File: src/rtl/dlb_pkg.sv
package dlb_pkg;

    localparam int WORD_W  = 32;
    localparam int HALF_W  = 16;
    localparam int BYTE_W  = 8;
    localparam int DEPTH_W = 8;
    localparam int OFFS_W  = WORD_W - DEPTH_W;
    localparam int HOLD_BYTES = (WORD_W / BYTE_W) - 1;

    typedef enum logic [1:0] {
        CMD_IDLE       = 2'd0,
        CMD_WRITE      = 2'd1,
        CMD_RD_STATIC  = 2'd2,
        CMD_RD_SCRATCH = 2'd3
    } dlb_cmd_e;

    typedef struct packed {
        logic [WORD_W-1:0]  stat;
        logic [DEPTH_W-1:0] sdepth;
        logic [OFFS_W-1:0]  soff;
    } dlb_entry_t;

    typedef struct packed {
        logic [HOLD_BYTES-1:0][BYTE_W-1:0] hb;
        logic [HALF_W-1:0]                 hw;
    } dlb_hold_t;

endpackage

File: src/rtl/dlb_lane_hold.sv
module dlb_lane_hold
    import dlb_pkg::*;
(
    input  logic              clk,
    input  logic              rst_n,
    input  logic              wr_en,
    input  logic              wide_mode,
    input  logic [1:0]        lane_addr,
    input  logic [HALF_W-1:0] wr_data,
    output logic              commit_en,
    output logic [WORD_W-1:0] commit_word
);

    localparam logic [1:0] TOP_LANE = 2'(HOLD_BYTES);

    dlb_hold_t hold_d, hold_q;

    always_comb begin
        hold_d      = hold_q;
        commit_en   = 1'b0;
        commit_word = {wr_data[BYTE_W-1:0], hold_q.hb[2], hold_q.hb[1], hold_q.hb[0]};
        if (wide_mode) begin
            commit_word = {wr_data, hold_q.hw};
            if (wr_en) begin
                if (lane_addr[1]) begin
                    commit_en = 1'b1;
                end else begin
                    hold_d.hw = wr_data;
                end
            end
        end else if (wr_en) begin
            if (lane_addr == TOP_LANE) begin
                commit_en = 1'b1;
            end else begin
                for (int i = 0; i < HOLD_BYTES; i++) begin
                    if (lane_addr == 2'(i)) begin
                        hold_d.hb[i] = wr_data[BYTE_W-1:0];
                    end
                end
            end
        end
    end

    always_ff @(posedge clk or negedge rst_n) begin
        if (!rst_n) begin
            hold_q <= '0;
        end else begin
            hold_q <= hold_d;
        end
    end

endmodule

File: src/rtl/dlb_desc_store.sv
module dlb_desc_store
    import dlb_pkg::*;
#(
    parameter int ENTRIES = 16,
    localparam int IDX_W  = $clog2(ENTRIES)
) (
    input  logic              clk,
    input  logic              rst_n,
    input  logic              commit_en,
    input  logic              commit_region,
    input  logic [IDX_W-1:0]  commit_idx,
    input  logic [WORD_W-1:0] commit_word,
    input  logic              adv_en,
    input  logic [IDX_W-1:0]  adv_idx,
    input  logic [IDX_W-1:0]  rd_idx,
    output logic [WORD_W-1:0] rd_static,
    output logic [WORD_W-1:0] rd_scratch
);

    logic [ENTRIES-1:0][WORD_W-1:0] stat_arr;
    logic [ENTRIES-1:0][WORD_W-1:0] scr_arr;

    for (genvar e = 0; e < ENTRIES; e++) begin : g_ent
        dlb_entry_t        ent_d, ent_q;
        logic              hit_commit;
        logic              hit_adv;
        logic [OFFS_W-1:0] off_inc;

        always_comb begin
            ent_d      = ent_q;
            hit_commit = commit_en && (commit_idx == IDX_W'(e));
            hit_adv    = adv_en && (adv_idx == IDX_W'(e));
            off_inc    = ent_q.soff + OFFS_W'(1);
            if (hit_adv) begin
                if (off_inc >= OFFS_W'(ent_q.sdepth)) begin
                    ent_d.soff = '0;
                end else begin
                    ent_d.soff = off_inc;
                end
            end
            if (hit_commit) begin
                ent_d.soff = '0;
                if (commit_region) begin
                    ent_d.sdepth = commit_word[WORD_W-1:OFFS_W];
                end else begin
                    ent_d.stat = commit_word;
                end
            end
        end

        always_ff @(posedge clk or negedge rst_n) begin
            if (!rst_n) begin
                ent_q <= '0;
            end else begin
                ent_q <= ent_d;
            end
        end

        assign stat_arr[e] = ent_q.stat;
        assign scr_arr[e]  = {ent_q.sdepth, ent_q.soff};
    end

    assign rd_static  = stat_arr[rd_idx];
    assign rd_scratch = scr_arr[rd_idx];

endmodule

File: src/rtl/dlb_read_lane.sv
module dlb_read_lane
    import dlb_pkg::*;
(
    input  logic              clk,
    input  logic              rst_n,
    input  logic              rd_en,
    input  logic              rd_scratch_sel,
    input  logic              wide_mode,
    input  logic [1:0]        lane_addr,
    input  logic [WORD_W-1:0] static_word,
    input  logic [WORD_W-1:0] scratch_word,
    output logic [HALF_W-1:0] rd_data
);

    typedef struct packed {
        logic [HALF_W-1:0] data;
    } rd_state_t;

    rd_state_t         rd_d, rd_q;
    logic [WORD_W-1:0] src_word;

    always_comb begin
        rd_d     = rd_q;
        src_word = rd_scratch_sel ? scratch_word : static_word;
        if (rd_en) begin
            if (wide_mode) begin
                rd_d.data = lane_addr[1] ? src_word[WORD_W-1:HALF_W] : src_word[HALF_W-1:0];
            end else begin
                rd_d.data = {{(HALF_W-BYTE_W){1'b0}}, src_word[{lane_addr, 3'b000} +: BYTE_W]};
            end
        end
    end

    always_ff @(posedge clk or negedge rst_n) begin
        if (!rst_n) begin
            rd_q <= '0;
        end else begin
            rd_q <= rd_d;
        end
    end

    assign rd_data = rd_q.data;

endmodule

File: src/rtl/desc_lane_bridge.sv
module desc_lane_bridge
    import dlb_pkg::*;
#(
    parameter int ENTRIES = 16,
    localparam int IDX_W  = $clog2(ENTRIES)
) (
    input  logic              clk,
    input  logic              rst_n,
    input  logic              wide_mode,
    input  logic [1:0]        lane_addr,
    input  logic [IDX_W-1:0]  entry_idx,
    input  logic [1:0]        cmd,
    input  logic              region_sel,
    input  logic [HALF_W-1:0] wr_data,
    input  logic              adv_en,
    input  logic [IDX_W-1:0]  adv_idx,
    output logic [HALF_W-1:0] rd_data
);

    dlb_cmd_e          cmd_e;
    logic              wr_en;
    logic              rd_en;
    logic              commit_en;
    logic [WORD_W-1:0] commit_word;
    logic [WORD_W-1:0] static_word;
    logic [WORD_W-1:0] scratch_word;

    assign cmd_e = dlb_cmd_e'(cmd);
    assign wr_en = (cmd_e == CMD_WRITE);
    assign rd_en = (cmd_e == CMD_RD_STATIC) || (cmd_e == CMD_RD_SCRATCH);

    dlb_lane_hold u_hold (
        .clk         (clk),
        .rst_n       (rst_n),
        .wr_en       (wr_en),
        .wide_mode   (wide_mode),
        .lane_addr   (lane_addr),
        .wr_data     (wr_data),
        .commit_en   (commit_en),
        .commit_word (commit_word)
    );

    dlb_desc_store #(.ENTRIES(ENTRIES)) u_store (
        .clk           (clk),
        .rst_n         (rst_n),
        .commit_en     (commit_en),
        .commit_region (region_sel),
        .commit_idx    (entry_idx),
        .commit_word   (commit_word),
        .adv_en        (adv_en),
        .adv_idx       (adv_idx),
        .rd_idx        (entry_idx),
        .rd_static     (static_word),
        .rd_scratch    (scratch_word)
    );

    dlb_read_lane u_read (
        .clk            (clk),
        .rst_n          (rst_n),
        .rd_en          (rd_en),
        .rd_scratch_sel (cmd_e == CMD_RD_SCRATCH),
        .wide_mode      (wide_mode),
        .lane_addr      (lane_addr),
        .static_word    (static_word),
        .scratch_word   (scratch_word),
        .rd_data        (rd_data)
    );

endmodule

File: config.mk
export PLATFORM = sky130hd
export DESIGN_NAME = desc_lane_bridge
export DESIGN_NICKNAME = d
export VERILOG_FILES = /design/src/rtl/dlb_pkg.sv /design/src/rtl/dlb_lane_hold.sv /design/src/rtl/dlb_desc_store.sv /design/src/rtl/dlb_read_lane.sv /design/src/rtl/desc_lane_bridge.sv
export SDC_FILE = /design/constraint.sdc
export NUM_CORES = 2
export LEC_CHECK = 0
export ABC_AREA = 1
export BUFFER_PORTS_ARGS = -buffer_cell sky130_fd_sc_hd__buf_2
export CORE_MARGIN = 8
export CORE_UTILIZATION = 35
export DETAILED_ROUTE_END_ITERATION = 6
export GPL_ROUTABILITY_DRIVEN = 1
export GPL_TIMING_DRIVEN = 0
export SYNTH_ARGS = -nofsm -noshare
export SYNTH_HDL_FRONTEND = slang
export SYNTH_HIERARCHICAL = 1
export SYNTH_SLANG_ARGS = --single-unit
File: constraint.sdc
create_clock -name clk -period 6.42 [get_ports clk]
set_clock_uncertainty 0.05 [all_clocks]
set_input_delay 0.642 -clock clk [delete_from_list [all_inputs] [get_ports clk]]
set_output_delay 0.642 -clock clk [all_outputs]
set_load 0.005 [all_outputs]
* Word level (Yosys, flattened, before mapping)
Cells that the tools add are included.
** Storage, ports and cells
- Word-level logic and storage cells :: 276
- Bits of input ports :: 33
- Output and inout port bits :: 16
- Bits in registers :: 1080
** Operators by class
- Add/sub/neg operators :: 16
- Reductions and logical operators :: 88
- Mux-type cells :: 61
- Shift-type cells :: 1
- Order comparisons :: 17
- Bitwise operators :: 4
- Equal/unequal tests :: 36
** Operator list (count)
- 2-to-1 mux 24 bit :: 48
- adder 24 x 1 -> 24 bit, second input constant :: 16
- >= comparator 24 x 8 -> 1 bit :: 16
- binary-select mux 32 bit (select 4 bit) :: 2
- 2-to-1 mux 32 bit :: 4
- equality test 4 bit, second input constant :: 16
- AND reduction 2 bit :: 32
- equality test 4 x 3 -> 1 bit, second input constant :: 8
- logical AND 1 bit :: 32
- 2-to-1 mux 16 bit :: 2
- nonzero test 2 bit :: 16
- indexed part select 32 x 6 -> 8 bit :: 1
- equality test 4 x 2 -> 1 bit, second input constant :: 4
- AND reduction 4 bit :: 3
- equality test 2 bit, second input constant :: 4
- equality test 4 x 1 -> 1 bit, second input constant :: 2
- zero test 4 bit :: 2
- < comparator 4 x 5 -> 1 bit, second input constant :: 1
- 2-to-1 mux 1 bit :: 5
- equality test 2 x 1 -> 1 bit, second input constant :: 2
- inverter 1 bit :: 4
- AND reduction 3 bit :: 1
- zero test 2 bit :: 1
- logical OR 1 bit :: 1

* Longest topological paths before layout
- Depth after elaboration :: 6
- Gate-level depth with buffers :: 16
- Gate-level depth less buffers :: 16

* Modules after synthesis
Netlist, hierarchy kept.
** By module, submodules not included
- dlb_desc_store :: cells each 8321, area each 59444.5 um^2, seq. area each 25624.6 um^2, instances 1
- dlb_lane_hold :: cells each 276, area each 2039.5 um^2, seq. area each 1001.0 um^2, instances 1
- dlb_read_lane :: cells each 211, area each 1247.4 um^2, seq. area each 400.4 um^2, instances 1
- desc_lane_bridge :: cells each 5, area each 18.8 um^2, seq. area each 0.0 um^2, instances 1

* Least setup slack after synthesis
Ideal clock, no wire load.
- Path type :: input -> register
- Start :: in wide_mode
- End :: reg u_store/g_ent[15].ent_q[35] (netlist bit)
- Path slack :: 3.980 ns
- Data arrival time :: 2.257 ns
- Buffers on the path :: 3
- Setup time :: 0.133 ns
- Stages :: 12
- Data required time :: 6.237 ns
- Path through :: buf_6 > nor2_8 > buf_4 > nor2_1 > inv_1 > nor3_2 > inv_1 > nor2_1 > nand2_1 > clkbuf_1 > nand2_1 > o21ai_0
** Between the ends
- Longest elaborated chain between the ends :: 3
- Elaborated cells between the ends (all ways) :: 4
- Classes of those cells :: mux: 2; reduce/logical: 2
** RTL lines
- from (decl) :: RTL line desc_lane_bridge.sv:9 : input logic wide_mode,
- 2-to-1 mux 1 bit :: RTL line dlb_lane_hold.sv:22 : if (wide_mode) begin
- net commit_en :: RTL line desc_lane_bridge.sv:23 : logic commit_en;
- logical AND 1 bit :: RTL line dlb_desc_store.sv:31 : hit_commit = commit_en && (commit_idx == IDX_W'(e));
- AND reduction 2 bit (no source line)
- to (signal assigned) :: RTL line dlb_desc_store.sv:55 : ent_q <= ent_d;
- to (decl) :: RTL line dlb_desc_store.sv:24 : dlb_entry_t ent_d, ent_q;
The timed path passes the listed nets, and every way through them passes these cells.
A chain may end at the register's enable or synchronous reset.

* Worst setup path in the final report
- Start :: in cmd[0]
- End :: reg u_store/g_ent[4].ent_q[59] (netlist bit)
** Between the ends
- Longest elaborated chain between the ends :: 5
- Elaborated cells between the ends (all ways) :: 6
- Classes of those cells :: eq/ne: 1; mux: 3; reduce/logical: 2
** RTL lines
- from (decl) :: RTL line desc_lane_bridge.sv:12 : input logic [1:0] cmd,
- equality test 2 x 1 -> 1 bit * :: RTL line desc_lane_bridge.sv:29 : assign wr_en = (cmd_e == CMD_WRITE);
- net wr_en :: RTL line desc_lane_bridge.sv:21 : logic wr_en;
- 2-to-1 mux 1 bit (on tied branches) :: RTL line dlb_lane_hold.sv:31, dlb_lane_hold.sv:24
- 2-to-1 mux 1 bit * :: RTL line dlb_lane_hold.sv:22
- net commit_en :: RTL line desc_lane_bridge.sv:23
- logical AND 1 bit * :: RTL line dlb_desc_store.sv:31
- AND reduction 2 bit (no source line) *
- to (signal assigned) :: RTL line dlb_desc_store.sv:55
- to (decl) :: RTL line dlb_desc_store.sv:24
Mark *: on every way through the listed nets, which the timed path passes. The rest lies on a longest branch.

==> flow_metrics.env <==
export IMPL_yosysUniqueCellTypes=41
export IMPL_ys_flop_type="dfrtp_1"
export IMPL_ios=49
export IMPL_synthCells=8813
export IMPL_fin_nets=9183
export IMPL_setup_violations=0
export IMPL_yosysMostFrequentCell="nand2_1"
export IMPL_die_w_um=439
export IMPL_fin_crit_sh_pct=74.5
export IMPL_ant_nets=0
export IMPL_netlist_area_sq_um=62800
export IMPL_irDropWorstVdd_uv=185
export IMPL_syn_nets=8990
export IMPL_first_pass_iters=7
export IMPL_vias=63500
export IMPL_stdcell_count=11500
export IMPL_fillCellCount=18700
export IMPL_rsz0062_at_grt="no"
export IMPL_antenna_found_initial=24
export IMPL_postCtsSetupBuffers=0
export IMPL_clkTransAtPathRegs_ps=60
export IMPL_hpwlAfterDp_um=220000
export IMPL_grt_pass1_vias=59400
export IMPL_yosysWarnings=6
export IMPL_violations="DRC, capacitance limit, slew limit"
export IMPL_rr_worst_depth=10
export IMPL_grt_pass1_wl_um=409000
export IMPL_cp_top_family="simple AND/OR/NAND/NOR gates"
export IMPL_clock_latency_ps=820
export IMPL_crit_path_start_kind="input port"
export IMPL_hold_path_end="u_hold/hold_q[11]$_DFFE_PN0P_"
export IMPL_yosysTopAreaCell="dfrtp_1"
export IMPL_syn_area_per_cell_sq_um=7.12
export IMPL_yosysTopAreaCellShare_pct=43.1
export IMPL_synth_area_leaders="dfrtp_1 43%, nand2_1 15%, o21ai_0 10%"
export IMPL_placed_cells=11200
export IMPL_p_leak_nw=32.4
export IMPL_fp_dieH_um=439
export IMPL_drc=11
export IMPL_grt_start_max_net_pins=165
export IMPL_placementRows=155
export IMPL_cp_required_ps=7010
export IMPL_powerDensity_nw_per_um2=273
export IMPL_root_buffer="clkbuf_16"
export IMPL_synth_common_cells="2,493 x nand2_1, 1,268 x o21ai_0, 1,116 x nor2_1, 1,080 x dfrtp_1, 846 x inv_1"
export IMPL_synth_edf_count=0
export IMPL_hold_violations=0
export IMPL_fmax_mhz=209
export IMPL_hold_depth=3
export IMPL_relSlewSlack_pct=-5.11
export IMPL_area_growth_pct=13.1
export IMPL_setup_worst_path_class="in2reg"
export IMPL_status="complete, but fails checks"
export IMPL_cpPeakStageDelay_ps=920
export IMPL_port_buffer_count=47
export IMPL_coreArea_sq_um=178000
export IMPL_dieArea_sq_um=193000
export IMPL_grt_overflow_total=0
export IMPL_worst_ep_arrival_time_ps=5380
export IMPL_start_util_pct=35.2
export IMPL_vias_per_cell=5.53
export IMPL_critPathSlowestCell="nor2_1"
export IMPL_r2r_setup_slack_ps=3080
export IMPL_clkSinkCount=1080
export IMPL_cap_violations=4
export IMPL_slew_violations=36
export IMPL_crit_fanout=10
export IMPL_worstHoldStart="wr_data[11]"
export IMPL_path_buf_inv=3
export IMPL_numCtsBuffers=134
export IMPL_place_congestion=1.10
export IMPL_finalSetupTns_ps=0
export IMPL_drive_above_1_share_pct=5.95
export IMPL_cts_resized=0
export IMPL_worst_pin_slew_ps=1580
export IMPL_routedWlPerCell_um=24.9
export IMPL_cp_common_cell="nand2_1"
export IMPL_cp_depth=11
export IMPL_r2r_end="u_read/rd_data[3]$_DFFE_PN0P_"
export IMPL_synth_seq_area_share_pct=43.1
export IMPL_finalCriticalPeriod_ps=4780
export IMPL_cts_tree="yes"
export IMPL_critPathCaptureType="flop"
export IMPL_clockBufferDepth=3
export IMPL_htreeDepth=4
export IMPL_drt_iter0_drc=8552
export IMPL_power_mw=19.4
export IMPL_hold_class="in2reg"
export IMPL_async_flop_share_pct=100
export IMPL_r2r_start="u_store/g_ent[14].ent_q[19]$_DFFE_PN0P_"
export IMPL_grt_total_usage_pct=28.7
export IMPL_crit_chain="buf_2, inv_1, nor2_1, nand2_1, nor2_1, nand2_1, nor2_1, nand2_1, clkbuf_1, nand2_1, o21ai_0"
export IMPL_wirelength_um=286000
export IMPL_synth_seq_cells=1080
==> per-stage QoR <==
stage / hold WS (ps) / util, % / worst slack [ps] / cell area [sq um]
detailed placement: 408 / 37.1 / 1260 / 66100
finish: 37.9 / 39.8 / 1640 / 71000
CTS: 1.70 / 39.8 / 2140 / 70900
floorplan: 296 / - / 3980 / 62800
global route: 36.9 / 39.8 / 1800 / 71000
global placement: 404 / 37.0 / -20120 / 65900
==> registers in the layout, indices dropped and copies added (netlist names) <==
signal	cells
u_hold/hold_q	40
u_read/rd_data	16
u_store/g_ent.ent_q	1024
==> logic make-up after synthesis <==
group / count (synthesis) / share of synthesized area, %
compound gates: 1859 / 15.9
xor+xnor: 102 / 1.42
fa+ha+maj: 144 / 2.87
buf+inv: 1272 / 7.90
flops: 1080 / 43.1
mux: 13 / 0.207
simple gates: 4343 / 28.6
==> final cells by class <==
cell class | instances | area [sq um] | area share (%)
Buffer | 412 | 1730 | 2.43
Clock inverter | 53 | 907 | 1.28
Sequential cell | 1080 | 27000 | 38.1
Inverter | 860 | 3230 | 4.55
Clock buffer | 190 | 3860 | 5.44
Timing Repair Buffer | 57 | 473 | 0.666
Multi-Input combinational cell | 6461 | 30800 | 43.4
Tap cell | 2355 | 2950 | 4.15
Antenna cell | 11 | 27.5 | 0.0388
==> worst max path at each step <==
stage	slack (ps)	start	to
2_1_floorplan	3980	wide_mode	u_store/g_ent[15].ent_q[35]$_DFFE_PN0P_
3_3_place_gp	-20120	rst_n	u_store/g_ent[8].ent_q[40]$_DFFE_PN0P_
3_5_place_dp	1260	cmd[0]	u_store/g_ent[4].ent_q[59]$_DFFE_PN0P_
4_1_cts	2140	cmd[0]	u_store/g_ent[4].ent_q[59]$_DFFE_PN0P_
5_1_grt	1800	cmd[0]	u_store/g_ent[4].ent_q[62]$_DFFE_PN0P_
6_report	1640	cmd[0]	u_store/g_ent[4].ent_q[59]$_DFFE_PN0P_
==> layer usage <==
layer / part of all wire (%) / GRT usage, % / up-vias
li1: - / - / 28900
met3: 9.3 / 6.40 / 829
met5: 0.029 / 0 / -
met4: 8.6 / 20.1 / 12
met2: 43 / 43.1 / 3289
met1: 40 / 36.7 / 30500
==> worst reg2reg max path: stages (launching register included) <==
cell      delay [ps]
dfrtp_1          490
o21ai_0          140
a21oi_1          890
o221ai_1         690
o21ai_0          300
nand2_1          130
nand2_1           80
nand2_1           50
nand3_1          130
nand3_1          210
nand2_1          120
==> power breakdown <==
part	switching (mW)	internal, mW	total (mW)
Sequential	0.547	7.36	7.91
Clock	3.32	4.79	8.11
Combinational	2.54	0.846	3.39
Total	6.41	13.0	19.4
==> placed cells by master, fill, tap and decap left out, drive strengths merged, types with 11 or more instances in the layout <==
cell type,instances
diode,11
clkbuf,501
ha,144
xor2,91
nand4,66
nand2,2526
nand3,457
o21a,12
dfrtp,1080
inv,860
nor3,41
nor2,1242
o21ai,1310
o221ai,117
mux2i,13
a21oi,305
clkinv,35
o22ai,72
buf,155
bufinv,13
xnor2,11
o211ai,34
==> repair_timing <==
action,CTS,global route
hold buffers,3,0
endpoints found under the hold margin,120,0
setup endpoints to repair,0,0
Power figures use the tool's default switching activity.
